`src/rtl/fa_pkg.sv`:
```
package fa_pkg;

    localparam int FLT_W = 2;
    localparam logic [FLT_W-1:0] FLT_NONE   = 2'b00;
    localparam logic [FLT_W-1:0] FLT_ACCESS = 2'b01;
    localparam logic [FLT_W-1:0] FLT_SECOND = 2'b10;

    // A parcel opens a 32-bit instruction when both low bits are set.
    function automatic logic parcel_is_long(input logic [15:0] parcel);
        return parcel[1:0] == 2'b11;
    endfunction

endpackage

```
`src/rtl/fa_parcel_decode.sv`:
```
module fa_parcel_decode
    import fa_pkg::*;
#(
    parameter int HALVES = 4,
    parameter bit RVC    = 1'b1
) (
    input  logic [HALVES-1:0][15:0] halves,
    output logic [HALVES-1:0]       is_long
);

    for (genvar g = 0; g < HALVES; g++) begin : g_parcel
        if (RVC) begin : g_mixed
            assign is_long[g] = parcel_is_long(halves[g]);
        end else begin : g_wide
            // Without compressed encodings every slot holds a 32-bit word.
            assign is_long[g] = 1'b1;
        end
    end

endmodule

```
`src/rtl/fa_slot_walker.sv`:
```
module fa_slot_walker
    import fa_pkg::*;
#(
    parameter int ADDR_W = 32,
    parameter int HALVES = 4,
    parameter int FW     = 4,
    parameter int HIDX_W = 2,
    parameter int IDX_W  = 2,
    parameter int CNT_W  = 3
) (
    input  logic [HALVES-1:0][15:0]       halves,
    input  logic [HALVES-1:0]             is_long,
    input  logic [ADDR_W-1:0]             base_pc,
    input  logic [HIDX_W-1:0]             start_h,
    input  logic                          blk_err,
    input  logic                          use_carry,
    input  logic [15:0]                   carry_half,
    input  logic [ADDR_W-1:0]             carry_pc,
    output logic [FW-1:0][ADDR_W-1:0]     ent_pc,
    output logic [FW-1:0][31:0]           ent_instr,
    output logic [FW-1:0][FLT_W-1:0]      ent_flt,
    output logic [CNT_W-1:0]              ent_cnt,
    output logic                          nh_vld,
    output logic [15:0]                   nh_half,
    output logic [ADDR_W-1:0]             nh_pc
);

    logic [FLT_W-1:0] blk_flt;
    assign blk_flt = blk_err ? FLT_ACCESS : FLT_NONE;

    always_comb begin
        int   cnt;
        logic stop;
        logic skip;
        cnt       = 0;
        stop      = 1'b0;
        skip      = 1'b0;
        ent_pc    = '0;
        ent_instr = '0;
        ent_flt   = '0;
        nh_vld    = 1'b0;
        nh_half   = '0;
        nh_pc     = '0;

        // Stitched entry: carried low half plus this block's halfword 0.
        if (use_carry) begin
            ent_pc[0]    = carry_pc;
            ent_instr[0] = {halves[0], carry_half};
            ent_flt[0]   = blk_err ? (FLT_ACCESS | FLT_SECOND) : FLT_NONE;
            cnt          = 1;
            skip         = 1'b1;
            stop         = blk_err;
        end

        for (int p = 0; p < HALVES; p++) begin
            if (!stop && p >= int'(start_h)) begin
                if (skip) begin
                    skip = 1'b0;
                end else if (!is_long[p]) begin
                    if (cnt < FW) begin
                        ent_pc[IDX_W'(cnt)]    = base_pc + ADDR_W'(2 * p);
                        ent_instr[IDX_W'(cnt)] = {16'h0000, halves[p]};
                        ent_flt[IDX_W'(cnt)]   = blk_flt;
                    end
                    cnt  = cnt + 1;
                    stop = blk_err;
                end else if (p == HALVES - 1) begin
                    if (blk_err) begin
                        if (cnt < FW) begin
                            ent_pc[IDX_W'(cnt)]    = base_pc + ADDR_W'(2 * p);
                            ent_instr[IDX_W'(cnt)] = {16'h0000, halves[p]};
                            ent_flt[IDX_W'(cnt)]   = FLT_ACCESS;
                        end
                        cnt = cnt + 1;
                    end else begin
                        nh_vld  = 1'b1;
                        nh_half = halves[p];
                        nh_pc   = base_pc + ADDR_W'(2 * p);
                    end
                    stop = 1'b1;
                end else begin
                    if (cnt < FW) begin
                        ent_pc[IDX_W'(cnt)]    = base_pc + ADDR_W'(2 * p);
                        ent_instr[IDX_W'(cnt)] = {halves[(p + 1) % HALVES], halves[p]};
                        ent_flt[IDX_W'(cnt)]   = blk_flt;
                    end
                    cnt  = cnt + 1;
                    skip = 1'b1;
                    stop = blk_err;
                end
            end
        end
        ent_cnt = CNT_W'(cnt);
    end

endmodule

```
`src/rtl/fetch_block_aligner.sv`:
```
module fetch_block_aligner
    import fa_pkg::*;
#(
    parameter int ADDR_W  = 32,
    parameter int BLK_LOG = 3,
    parameter bit RVC     = 1'b1,
    localparam int BLK_BYTES = 1 << BLK_LOG,
    localparam int BLK_BITS  = BLK_BYTES * 8,
    localparam int HALVES    = BLK_BYTES / 2,
    localparam int SLOT_LOG  = RVC ? 1 : 2,
    localparam int FW        = BLK_BYTES >> SLOT_LOG,
    localparam int CNT_W     = $clog2(FW + 1)
) (
    input  logic                        clk,
    input  logic                        rst_n,
    input  logic                        flush,
    input  logic                        blk_valid,
    input  logic [ADDR_W-1:0]           blk_pc,
    input  logic [BLK_BITS-1:0]         blk_data,
    input  logic                        blk_err,
    output logic                        out_valid,
    output logic [CNT_W-1:0]            out_count,
    output logic [FW-1:0][ADDR_W-1:0]   out_pc,
    output logic [FW-1:0][31:0]         out_instr,
    output logic [FW-1:0][FLT_W-1:0]    out_fault
);

    localparam int HIDX_W = BLK_LOG - 1;
    localparam int IDX_W  = (FW > 1) ? $clog2(FW) : 1;

    typedef struct packed {
        logic                       out_valid;
        logic [CNT_W-1:0]           out_cnt;
        logic [FW-1:0][ADDR_W-1:0]  out_pc;
        logic [FW-1:0][31:0]        out_instr;
        logic [FW-1:0][FLT_W-1:0]   out_flt;
        logic                       hold_vld;
        logic [15:0]                hold_half;
        logic [ADDR_W-1:0]          hold_pc;
    } state_t;

    state_t s_d, s_q;

    logic [HALVES-1:0][15:0]     halves;
    logic [HALVES-1:0]           is_long;
    logic [BLK_LOG-1:0]          off_al;
    logic [HIDX_W-1:0]           start_h;
    logic [ADDR_W-1:0]           base_pc;
    logic                        use_carry;
    logic [FW-1:0][ADDR_W-1:0]   w_pc;
    logic [FW-1:0][31:0]         w_instr;
    logic [FW-1:0][FLT_W-1:0]    w_flt;
    logic [CNT_W-1:0]            w_cnt;
    logic                        nh_vld;
    logic [15:0]                 nh_half;
    logic [ADDR_W-1:0]           nh_pc;

    assign halves  = blk_data;
    assign off_al  = RVC ? blk_pc[BLK_LOG-1:0] : (blk_pc[BLK_LOG-1:0] & ~BLK_LOG'(3));
    assign start_h = off_al[BLK_LOG-1:1];
    assign base_pc = {blk_pc[ADDR_W-1:BLK_LOG], {BLK_LOG{1'b0}}};

    // The carried half is only completed by the block right after it.
    assign use_carry = s_q.hold_vld && (s_q.hold_pc + ADDR_W'(2) == blk_pc);

    fa_parcel_decode #(
        .HALVES (HALVES),
        .RVC    (RVC)
    ) i_decode (
        .halves  (halves),
        .is_long (is_long)
    );

    fa_slot_walker #(
        .ADDR_W (ADDR_W),
        .HALVES (HALVES),
        .FW     (FW),
        .HIDX_W (HIDX_W),
        .IDX_W  (IDX_W),
        .CNT_W  (CNT_W)
    ) i_walker (
        .halves     (halves),
        .is_long    (is_long),
        .base_pc    (base_pc),
        .start_h    (start_h),
        .blk_err    (blk_err),
        .use_carry  (use_carry),
        .carry_half (s_q.hold_half),
        .carry_pc   (s_q.hold_pc),
        .ent_pc     (w_pc),
        .ent_instr  (w_instr),
        .ent_flt    (w_flt),
        .ent_cnt    (w_cnt),
        .nh_vld     (nh_vld),
        .nh_half    (nh_half),
        .nh_pc      (nh_pc)
    );

    always_comb begin
        s_d           = s_q;
        s_d.out_valid = 1'b0;
        s_d.out_cnt   = '0;
        s_d.out_pc    = '0;
        s_d.out_instr = '0;
        s_d.out_flt   = '0;
        if (flush) begin
            s_d.hold_vld  = 1'b0;
            s_d.hold_half = '0;
            s_d.hold_pc   = '0;
        end else if (blk_valid) begin
            s_d.out_valid = 1'b1;
            s_d.out_cnt   = w_cnt;
            s_d.out_pc    = w_pc;
            s_d.out_instr = w_instr;
            s_d.out_flt   = w_flt;
            s_d.hold_vld  = nh_vld;
            s_d.hold_half = nh_half;
            s_d.hold_pc   = nh_pc;
        end
    end

    always_ff @(posedge clk) begin
        if (!rst_n) begin
            s_q <= '0;
        end else begin
            s_q <= s_d;
        end
    end

    assign out_valid = s_q.out_valid;
    assign out_count = s_q.out_cnt;
    assign out_pc    = s_q.out_pc;
    assign out_instr = s_q.out_instr;
    assign out_fault = s_q.out_flt;

endmodule

```
`config.mk`:
```
export PLATFORM = sky130hd
export DESIGN_NAME = fetch_block_aligner
export DESIGN_NICKNAME = d
export VERILOG_FILES = /design/src/rtl/fa_pkg.sv /design/src/rtl/fa_parcel_decode.sv /design/src/rtl/fa_slot_walker.sv /design/src/rtl/fetch_block_aligner.sv
export SDC_FILE = /design/constraint.sdc
export NUM_CORES = 1
export LEC_CHECK = 0
export BUFFER_PORTS_ARGS = -buffer_cell sky130_fd_sc_hd__buf_2
export CAP_MARGIN = 15
export CORE_ASPECT_RATIO = 2
export CORE_MARGIN = 2
export CORE_UTILIZATION = 35
export CTS_CLUSTER_SIZE = 25
export DETAILED_ROUTE_END_ITERATION = 10
export SLEW_MARGIN = 20
export SYNTH_ARGS = -nofsm -noshare
export SYNTH_HDL_FRONTEND = slang
export SYNTH_SLANG_ARGS = --single-unit
```
`constraint.sdc`:
```
create_clock -name clk -period 13.6 [get_ports clk]
set_clock_uncertainty 0.15 [all_clocks]
set_input_delay 2.72 -clock clk [delete_from_list [all_inputs] [get_ports clk]]
set_output_delay 2.72 -clock clk [all_outputs]
set_load 0.01 [all_outputs]
```
# Word-level counts from Yosys, hierarchy flattened
# Cells that the tools add are included.
[totals] register_bits=317 latch_bits=0 ramBits=0 romBits=0 input_bits=101 output_inout_bits=268 word_cells=189 memories=0
[classes] addsub=8 n_mul=0 div_mod_pow=0 magnitude_cmp=15 n_eq_ne=5 shifts=0 muxes=126 bitwise=5 reduce_logical=13
[op_table] operator="2-to-1 mux 128 bit" count=34
[op_table] operator="bitwise mux 128 bit" count=11
[op_table] operator="2-to-1 mux 32 bit" count=16
[op_table] operator="2-to-1 mux 317 bit" count=1
[op_table] operator="demux 32 bit (select 2 bit)" count=4
[op_table] operator="adder 32 x 2 -> 32 bit (second input constant)" count=4
[op_table] operator="2-to-1 mux 8 bit" count=15
[op_table] operator="< comparator 32 x 4 -> 1 bit (second input constant)" count=3
[op_table] operator="adder 32 x 3 -> 32 bit (second input constant)" count=2
[op_table] operator="2-to-1 mux 16 bit" count=4
[op_table] operator="bitwise mux 8 bit" count=4
[op_table] operator="equality test 32 bit" count=1
[op_table] operator="2-to-1 mux 1 bit" count=23
[op_table] operator="demux 2 bit (select 2 bit)" count=4
[op_table] operator="< comparator 2 x 4 -> 1 bit (second input constant)" count=3
[op_table] operator="2-to-1 mux 2 bit" count=6
[op_table] operator="2-to-1 mux 3 bit" count=4
[op_table] operator="equality test 2 bit (second input constant)" count=4
[op_table] operator="logical AND 1 bit" count=8
[op_table] operator=">= comparator 2 x 1 -> 1 bit (second input constant)" count=3
[op_table] operator="< comparator 1 x 3 -> 1 bit (second input constant)" count=2
[op_table] operator="AND 4 bit" count=1
[op_table] operator=">= comparator 1 x 2 -> 1 bit (first input constant)" count=2
[op_table] operator="NOT 4 bit" count=1
[op_table] operator="9 further kinds" count=12

# Longest topological paths before layout
# Gate-level depths: netlist of run 1.
[logic_depth] ltp_word=30 ltp_mapped=25 ltp_nobuf=18

# Cells and area by module
# Synthesis of run 1 repeated with hierarchy kept, for this count alone.
[unflattened] hier_cells=2631 area_unflattened_um2=20525.9
[modules_own_cells] mod="fetch_block_aligner" instances=1 cells_per_inst=1156 area_per_inst_um2=11989.0 seq_area_each_um2=6346.1
[modules_own_cells] mod="fa_slot_walker" instances=1 cells_per_inst=1471 area_per_inst_um2=8511.9 seq_area_each_um2=0.0
[modules_own_cells] mod="fa_parcel_decode" instances=1 cells_per_inst=4 area_per_inst_um2=25.0 seq_area_each_um2=0.0

# Least setup slack after synthesis of run 1
# Ideal clock, no wire load.
[synth_timing] path_type="in2reg" startpoint="in blk_pc[10]" endpoint="reg s_q, in the netlist out_instr[54]" setup_time_ns=0.060 t_arrival_ns=7.094 required_ns=13.390 path_slack_ns=6.296 stages=21 path_buffers=5 path_cell_list="xor2_1 -> nor3b_1 -> o221ai_1 -> a221oi_1 -> nand4_1 -> or4_1 -> buf_2 -> a21boi_4 -> nor2_1 -> ha_1 -> nor3_1 -> o21ai_0 -> a21bo_1 -> buf_2 -> buf_1 -> ha_1 -> and3_1 -> clkbuf_1 -> nor3_1 -> clkbuf_1 -> a22o_1"
[synth_between] elab_chain_cells=28 word_cells_on_any_way=83 cone_classes="add/sub (3); order compare (12); eq/ne (1); mux (56); reduce/logical (11)"
[synth_lines] element="start: declaration" line="fetch_block_aligner.sv:18" text="input logic [ADDR_W-1:0] blk_pc,"
[synth_lines] element="equality test 32 bit (*)" line="fetch_block_aligner.sv:64" text="assign use_carry = s_q.hold_vld && (s_q.hold_pc + ADDR_W'(2) == blk_pc);"
[synth_lines] element="logical AND 1 bit (*)" line="fetch_block_aligner.sv:64"
[synth_lines] element="parallel branches: the longest is 25 deep, another holds adder 32 x 2 -> 32 bit"
[synth_lines] element="2-to-1 mux 128 bit (*)" line="fa_slot_walker.sv:56" text="if (!stop && p >= int'(start_h)) begin"
[synth_lines] element="end signal: assignment" line="fetch_block_aligner.sv:124" text="s_q <= '0;"
[synth_lines] element="end signal: assignment" line="fetch_block_aligner.sv:126" text="s_q <= s_d;"
[synth_lines] element="end: declaration" line="fetch_block_aligner.sv:42" text="state_t s_d, s_q;"
# Every way passes the cells marked *.
# A chain may end at the register's enable or synchronous reset.

# Final worst setup path of run 1
[layout_timing] startpoint="in blk_pc[10]" endpoint="reg s_q, in the netlist out_instr[19]"
# Same word-level chain as after synthesis.

==> impl_results.md, run 1 <==
* Cell Area, Synth at 12280 µm²
* Clock Latency Late Sink at 0.57 ns
* Maxcap violations at 0
* Syn-to-layout area delta at 24.44%
* CTS buffer count at 28
* Initial Util at 0.3525
* Post-CTS setup buffers at 0
* Antenna-violating nets left at 0
* Library cells used by synthesis at 67
* Max Slew Vio Count at 0
* H-tree depth at 1
* Post-synth top cells: dfxtp_1 (307), a21oi_1 (115), nor2_1 (92)
* Top-count cell post-synth: dfxtp_1
* Max Fclk at 120.0 MHz
* Mean post-synth cell area at 9.287 µm²
* Seq/Total Area, Yosys at 0.5006
* Multi-input gate area at 5466 µm²
* RSZ-0062 raised after global routing: false
* Max_slew headroom at 0.2294
* Measured slew at the worst slew-check pin at 1.152 ns
* Fillers at 3503
* Vias in the first global route at 11170
* Final Setup Violations at 0
* PwrDens at 127.8 nW/µm²
* Reg-to-Reg Start: s_q[4]$_SDFFE_PP0P_
* Path depth of the worst reg2reg path at 16
* Syn Inst Count at 1322
* WHS Path Cells at 2
* Setup TNS at 0 ns
* Kind of critical path: input port to flip-flop
* Post-synth top flop: dfxtp_1
* Share of the synthesized area in the top cell type at 0.5006
* Hold-fix buffers, CTS at 0
* Post-DP HPWL at 37360 µm
* Die Area at 36680 µm²
* Critical Path End Type: flip-flop
* Placed inst area at 14290 µm²
* Element type at the critical path start: input port
* Endpoint, Worst Hold: s_q[32]$_SDFFE_PP0P_
* FF+latch count, synth at 307
* CTS tree: done
* DR pass1 iterations at 6
* Initial antenna violation count at 4
* Largest cells by area after synthesis: dfxtp_1 (50%), a22o_1 (5.5%), a21oi_1 (4.7%)
* Post-synth EDFFs at 0
* Via Count at 11550
* Final min period at 8.333 ns
* Fin area at 15280 µm²
* Hold crit path type: flip-flop to flip-flop
* Clock Path Buffers at 3
* Clock root cell: clkbuf_16
* Synthesis Warnings at 0
* I/O pins at 369
* # port buffers at 361
* First-pass GRT wire length at 72360 µm
* Data required, critical path at 13.85 ns
* Clk slew on worst S/H paths at 0.07 ns
* Routed WL per cell at 24.81 µm
* Synth area leader: dfxtp_1
* Gr ovfl total at 0
* Final core utilization at 0.4386
* Clock sink count at 307
* Final Hold Fails at 0
* Crit path max fanout at 37
* Static Leak at 6.664 nW
* Number of vias per cell at 5.602
* Post-synth ARST share at 0
* Finished Layout Cells at 2061
* Gpl congestion at 0.9863
* Gr usage total at 0.2702
* Initial DRC count at 761
* Core box area at 34830 µm²
* Status: finished, final reports clean
* Layout net count at 1704
* Placed Cells at 2008
* Post-CTS resize count at 0
* Die width at 136.4 µm
* Drc violations at 0
* R2R Setup Slk at 6.27 ns
* Hold Startpoint: s_q[32]$_SDFFE_PP0P_
* Largest net degree at the start of global routing at 78
* Row cnt at 97
* Maximum vdd drop at 0.0001134 V
* Die height at 268.9 µm
* Sequential cell area at 6146 µm²
* Period utilisation layout at 0.6127
* Worst reg2reg endpoint: out_instr[19]$_SDFF_PP0_
* Critical Path AT at 8.58 ns
* Layout cells sized above 1 at 0.2844
* Final Routed Wirelength at 51130 µm
==> cells in the final DEF (no fill, tap or decap), types with 9 or more instances in the layout <==
master	count
ha_1	10
a22o_1	77
o21ai_0	22
o311ai_0	16
nand2b_1	9
and2_1	35
o41ai_2	10
clkbuf_16	29
and3_1	9
nor3_1	42
xor2_1	12
a32o_1	29
buf_4	12
a21oi_1	114
buf_2	361
xnor2_1	26
nor2b_1	32
a31oi_1	19
nand2_1	64
a221oi_1	15
inv_1	41
a211oi_1	18
dfxtp_1	307
nand4_1	35
nand3_1	44
nor2_1	90
nor4_1	13
==> state kept, by name, summed over array words and instances, names as in the netlist <==
name	flops
out_valid	1
out_pc	124
s_q	46
out_fault	5
out_instr	128
out_count	3
==> through the flow <==
stage | power, mW | hold slack, ns | setup slack (ns)
6_report | 1.952 | 0.3157 | 5.267
5_1_grt | 2.015 | 0.3450 | 4.842
4_1_cts | 1.968 | 0.3179 | 5.409
3_5_place_dp | 1.118 | 0.3076 | 4.825
3_3_place_gp | 1.115 | 0.3007 | 4.913
2_1_floorplan | 1.033 | 0.2865 | 6.296
==> kinds of logic (layout without fill, tap and decap cells) <==
kind of cell / count (synthesis) / count (layout) / share of synthesized area
simple gates: 417 / 417 / 0.1762
compound gates: 360 / 360 / 0.2180
flops: 307 / 307 / 0.5006
buf+inv: 183 / 469 / 0.06247
xor+xnor: 38 / 38 / 0.02711
fa+ha+maj: 10 / 10 / 0.01019
mux: 6 / 6 / 0.005096
other cells: 1 / 9 / 0.0003055
==> per-layer routing <==
| layer | global-route usage | vias up | wire length, µm |
|---|---|---|---|
| li1 | - | 5306 | - |
| met1 | 0.2532 | 5494 | 16180 |
| met2 | 0.5317 | 598 | 28620 |
| met3 | 0.03760 | 143 | 2891 |
| met4 | 0.1720 | 4 | 3415 |
| met5 | 0 | - | 24 |
==> layout make-up <==
class                      count  area share
clock buffer                  37     0.05209
clock inverter                14     0.01253
inverter                      43     0.01073
multi-input combinational    838      0.3578
sequential                   307      0.4023
antenna                        2   0.0003276
timing repair buffer         375      0.1278
tap                          445     0.03645
==> worst max path at each step <==
stage	start	endpoint	slack [ns]
after global routing	blk_pc[10]	out_pc[95]$_SDFF_PP0_	4.84
final	blk_pc[10]	out_instr[19]$_SDFF_PP0_	5.27
after CTS	blk_pc[10]	out_pc[95]$_SDFF_PP0_	5.41
after floorplan	blk_pc[10]	out_instr[54]$_SDFF_PP0_	6.30
after global placement	blk_pc[10]	out_pc[5]$_SDFF_PP0_	4.91
after detailed placement	blk_pc[10]	out_instr[26]$_SDFF_PP0_	4.82
==> worst max-delay path, stage by stage <==
cell and delay (ns):
buf_2 0.18, xor2_1 0.32, nor3b_1 0.23, o221ai_1 0.20, a221oi_1 0.31, nand4_1 0.19, or4_1 0.70, a21boi_4 0.34
nor2_1 0.12, ha_1 0.35, nor3_1 0.21, o21ai_0 0.11, a21bo_1 0.80, ha_1 0.32, nand3_2 0.52, nand2_1 0.83
a211oi_1 0.11
==> report_power, final <==
group          internal [mW]  switching, mW  leakage (nW)  total [mW]
registers              0.910        0.00429          2.48       0.914
clock network          0.491          0.360         0.485       0.851
logic                 0.0515          0.135          3.70       0.187
total                   1.45          0.500          6.66        1.95
No activity file was read; power rests on OpenSTA's default activity.
==> run 2, diff against run 1 <==
Clock period 13.6 ns to 7.55 ns, I/O delays scaled along.
==> impl_results.md, run 2 (synthesis gave the netlist of run 1 again) <==
* Gr ovfl total at 0
* Core box area at 34830 µm²
* Max Slew Vio Count at 0
* Place WS at 0.8641 ns
* Post-DP HPWL at 37840 µm
* Multi-input gate area at 5464 µm²
* Fin area at 15260 µm²
* Max FFs per register at 128
* Antenna-violating nets left at 0
* Maxcap violations at 0
* Final Hold Fails at 0
* Syn-to-layout area delta at 24.28%
* DR pass1 iterations at 6
* CTS buffer count at 27
* Crit path buf inv count at 1
* CP delay by family, top: simple AND/OR/NAND/NOR gates
* Fillers at 3451
* Maximum vdd drop at 0.0001836 V
* Status: finished, final reports clean
* Gr usage total at 0.2721
* PwrDens at 228.8 nW/µm²
* Final Setup Violations at 0
* Period utilisation layout at 0.8328
* Crit path cell chain: nand4_2, or4_4, or4_1, a21oi_1, o22ai_1, or4_1, a21boi_4, nor2_1, ha_1, nor3_1, o21ai_0, a21bo_1, inv_1, ha_1, and3_1, and2_4, o41ai_1
* Largest net degree at the start of global routing at 74
* CTS tree: done
* Sequential cell area at 6146 µm²
* Row cnt at 97
* Pwr Total at 3.491 mW
* Worst path max stage delay at 0.77 ns
* Die height at 268.9 µm
* Gpl congestion at 1.015
* Initial DRC count at 868
* Worst Slack Setup Final at 1.262 ns
* Clock sink count at 307
* Most common cell after layout, fill and taps aside: buf_2
* Max_slew headroom at 0.2639
* Post-CTS resize count at 0
* Crit path max fanout at 19
* Kind of critical path: flip-flop to flip-flop
* # port buffers at 361
* Measured slew at the worst slew-check pin at 1.100 ns
* Max Fclk at 159.0 MHz
* Number of vias per cell at 5.624
* RSZ-0062 raised after global routing: false
* Vias in the first global route at 11570
* First-pass GRT wire length at 73110 µm
* Die width at 136.4 µm
* Initial antenna violation count at 1
* Commonest non-fill, non-tap cells in the layout: buf_2 (361), dfxtp_1 (307), a21oi_1 (114)
* Routed WL per cell at 24.88 µm
* Clk slew on worst S/H paths at 0.08 ns
* Critical Path AT at 6.55 ns
* H-tree depth at 1
* Layout cells sized above 1 at 0.2862
* Drc violations at 0
* Slowest-stage cell, CP: or4_1
* Clock Path Buffers at 3
* Static Leak at 6.672 nW
* Critical Path End Type: flip-flop
* Clock Latency Late Sink at 0.56 ns
* Initial Util at 0.3525
* Final min period at 6.288 ns
* Final Routed Wirelength at 51420 µm
* Setup TNS at 0 ns
* Hold crit path type: flip-flop to flip-flop
* Hold-fix buffers, CTS at 0
* Data required, critical path at 7.81 ns
* Element type at the critical path start: flip-flop
* Via Count at 11630
* I/O pins at 369
* Post-CTS setup buffers at 0
* Placed inst area at 14310 µm²
* Die Area at 36680 µm²
* Clock root cell: clkbuf_16
* Layout net count at 1712
run 2: changes by cell type in the layout (fill, tap and decap cells not counted), sizes merged:
| cell | change |
|---|---|
| diode | -1 |
| clkbuf | -2 |
| clkinv | -1 |
| bufinv | +1 |
| buf | +9 |
run 2: worst register-to-register path: stages, from the launching register on:
cell,delay (ns)
dfxtp_1,0.61
nand4_2,0.26
or4_4,0.62
or4_1,0.48
a21oi_1,0.22
o22ai_1,0.22
or4_1,0.77
a21boi_4,0.35
nor2_1,0.13
ha_1,0.37
nor3_1,0.18
o21ai_0,0.12
a21bo_1,0.27
inv_1,0.08
ha_1,0.19
and3_1,0.40
and2_4,0.38
o41ai_1,0.38
run 2: final cells by class:
| class | instances | area share |
|---|---|---|
| multi-input combinational | 838 | 0.3581 |
| clock buffer | 35 | 0.04822 |
| clock inverter | 14 | 0.01370 |
| tap | 445 | 0.03649 |
| sequential | 307 | 0.4028 |
| inverter | 43 | 0.01074 |
| timing repair buffer | 384 | 0.1297 |
| antenna | 1 | 0.0001640 |
run 2: stage by stage:
| stage | hold slack [ns] | cells | util |
|---|---|---|---|
| after detailed placement | 0.3045 | 2017 | 0.4108 |
| after global routing | 0.3405 | 2067 | 0.4380 |
| after floorplan | 0.2865 | 1328 | - |
| after global placement | 0.3033 | 2017 | 0.4108 |
| final | 0.3136 | 2067 | 0.4380 |
| after CTS | 0.3148 | 2066 | 0.4379 |
run 2: report_power, final:
part	switching [mW]	total (mW)	internal (mW)
Sequential	0.00798	1.65	1.64
Clock	0.642	1.50	0.863
Combinational	0.245	0.339	0.0941
run 2: path summary, 6_finish.rpt:
kind	startpoint	slack, ns	endpoint	cells after the start
worst max-delay path	s_q[2]$_SDFFE_PP0P_	1.26	out_instr[64]$_SDFF_PP0_	17
worst min-delay path	s_q[32]$_SDFFE_PP0P_	0.31	s_q[32]$_SDFFE_PP0P_	2
worst max register to register	s_q[2]$_SDFFE_PP0P_	1.26	out_instr[64]$_SDFF_PP0_	17
worst min register to register	s_q[32]$_SDFFE_PP0P_	0.31	s_q[32]$_SDFFE_PP0P_	2
run 2: layer usage:
layer / vias up / wire, µm / track usage
met3: 148 / 2771 / 0.03704
met5: - / 0 / 0
li1: 5311 / - / -
met4: 0 / 4068 / 0.1934
met2: 547 / 27890 / 0.5191
met1: 5619 / 16700 / 0.2612
==> run 3, diff against run 2 <==
Clock period 7.55 ns to 5.5 ns, I/O delays scaled along.
==> impl_results.md, run 3 (synthesis gave the netlist of run 1 again) <==
* Period utilisation layout at 0.9556
* Crit path max fanout at 16
* Sequential cell area at 6147 µm²
* Psw at 1.258 mW
* Most common cell after layout, fill and taps aside: buf_2
* Core box area at 34830 µm²
* Clk pwr share at 0.445
* Crit path buf inv count at 2
* Gpl congestion at 1.022
* Final Routed Wirelength at 52900 µm
* Number of antenna diodes at 0
* Comb pwr share at 0.102
* Crit path cell chain: nand4_2, or4_4, or4_1, a21oi_1, o22ai_1, or4_1, a21boi_4, buf_4, ha_1, nor3_1, o21ai_0, a21bo_1, inv_1, ha_1, and3_1, and2_4, o41ai_1
* Syn-to-layout area delta at 30.63%
* Switch share at 0.2523
* Static Leak at 7.127 nW
* Fin Hold WS at 0.3187 ns
* Slowest-stage cell, CP: or4_1
* I/O pins at 369
* Row cnt at 97
* Layout cells sized above 1 at 0.3225
* Clock root cell: clkbuf_16
* Pwr Total at 4.986 mW
* Routed WL per cell at 24.71 µm
* Max Slew Vio Count at 0
* Via Count at 11930
* Max Fclk at 190.3 MHz
* Final min period at 5.256 ns
* Post-DP HPWL at 39990 µm
* Number of vias per cell at 5.574
* Placed inst area at 14970 µm²
* Max FFs per register at 128
* RSZ-0062 raised after global routing: false
* CTS tree: done
* Element type at the critical path start: flip-flop
* Die height at 268.9 µm
* Sequential power share at 0.453
* Gr usage total at 0.2803
* Status: finished, final reports clean
* Largest net degree at the start of global routing at 55
* First-pass GRT wire length at 75180 µm
* Initial Util at 0.3525
* Final core utilization at 0.4604
* Maxcap violations at 0
* Commonest non-fill, non-tap cells in the layout: buf_2 (361), dfxtp_1 (306), a21oi_1 (114)
* Critical Path AT at 5.53 ns
* Hold-fix buffers, CTS at 0
* Initial DRC count at 701
* CP delay by family, top: simple AND/OR/NAND/NOR gates
* Initial antenna violation count at 2
* Vias in the first global route at 11810
* CTS buffer count at 28
* Final Setup Violations at 0
* # port buffers at 361
* Clk slew on worst S/H paths at 0.07 ns
* Drc violations at 0
* Max_slew headroom at 0.3902
* Maximum vdd drop at 0.0002498 V
* Antenna-violating nets left at 0
* Gr ovfl total at 0
* H-tree depth at 1
* Measured slew at the worst slew-check pin at 0.9147 ns
* Worst path max stage delay at 0.66 ns
* Clock Path Buffers at 3
* Layout net count at 1785
* Multi-input gate area at 5488 µm²
* Data required, critical path at 5.78 ns
* Die width at 136.4 µm
* Kind of critical path: flip-flop to flip-flop
* Setup TNS at 0 ns
* Clock Latency Late Sink at 0.58 ns
* PwrDens at 310.9 nW/µm²
* Clock sink count at 307
* DR pass1 iterations at 6
* Int Power at 3.728 mW
* Die Area at 36680 µm²
* Final Hold Fails at 0
* Hold crit path type: flip-flop to flip-flop
* Critical Path End Type: flip-flop
* Fillers at 3400
* Fin area at 16040 µm²
## run 3: changes by cell type in the layout (fill, tap and decap cells not counted), sizes merged
cell,before,now
inv,46,45
bufinv,5,6
buf,384,456
clkinvlp,1,2
clkinv,5,6
clkbuf,35,36
diode,1,0
## run 3: through the flow
stage / worst slack, ns / cells
3_5_place_dp: -0.05946 / 2088
6_report: 0.2442 / 2141
5_1_grt: 0.01953 / 2141
4_1_cts: 0.1034 / 2140
3_3_place_gp: -0.06775 / 2088
2_1_floorplan: 0.02369 / 1328
## run 3: power groups by stage
stage          Clock [mW]  Sequential, mW  Combinational, mW
2_1_floorplan           0            2.32              0.231
3_3_place_gp            0            2.31              0.495
3_5_place_dp            0            2.31              0.498
4_1_cts              2.26            2.26              0.500
5_1_grt              2.34            2.26              0.536
6_report             2.22            2.26              0.508
## run 3: worst paths after layout
path              depth (start not counted)                 start                        to  slack (ns)
hold reg to reg                           2  s_q[33]$_SDFFE_PP0P_      s_q[33]$_SDFFE_PP0P_        0.32
hold / removal                            2  s_q[33]$_SDFFE_PP0P_      s_q[33]$_SDFFE_PP0P_        0.32
setup reg to reg                         17   s_q[3]$_SDFFE_PP0P_  out_instr[69]$_SDFF_PP0_        0.24
setup / recovery                         17   s_q[3]$_SDFFE_PP0P_  out_instr[69]$_SDFF_PP0_        0.24
## run 3: repair_timing
| action | in CTS | in global routing |
|---|---|---|
| gates resized for setup | 0 | 3 |
| setup buffers | 0 | 1 |
| endpoints found under the setup margin | 0 | 164 |
| hold endpoints to repair | 0 | 0 |
## run 3: area by class of cell
type / count / area share
multi-input combinational: 838 / 0.3422
clock buffer: 36 / 0.05001
timing repair buffer: 456 / 0.1642
inverter: 43 / 0.01022
clock inverter: 16 / 0.01537
sequential: 307 / 0.3833
tap: 445 / 0.03472
## run 3: layer usage
layer	GRT usage	wire, µm	vias to the layer above
met5	0	11	-
met4	0.2283	5028	2
met3	0.04287	3063	194
met2	0.5357	28670	565
met1	0.2534	16130	5725
li1	-	-	5447
## run 3: worst min-delay path, delay by kind of cell (launching register included)
kind	cells	cell delay, ns
compound gates	1	0.05
flops	1	0.31
simple gates	1	0.06
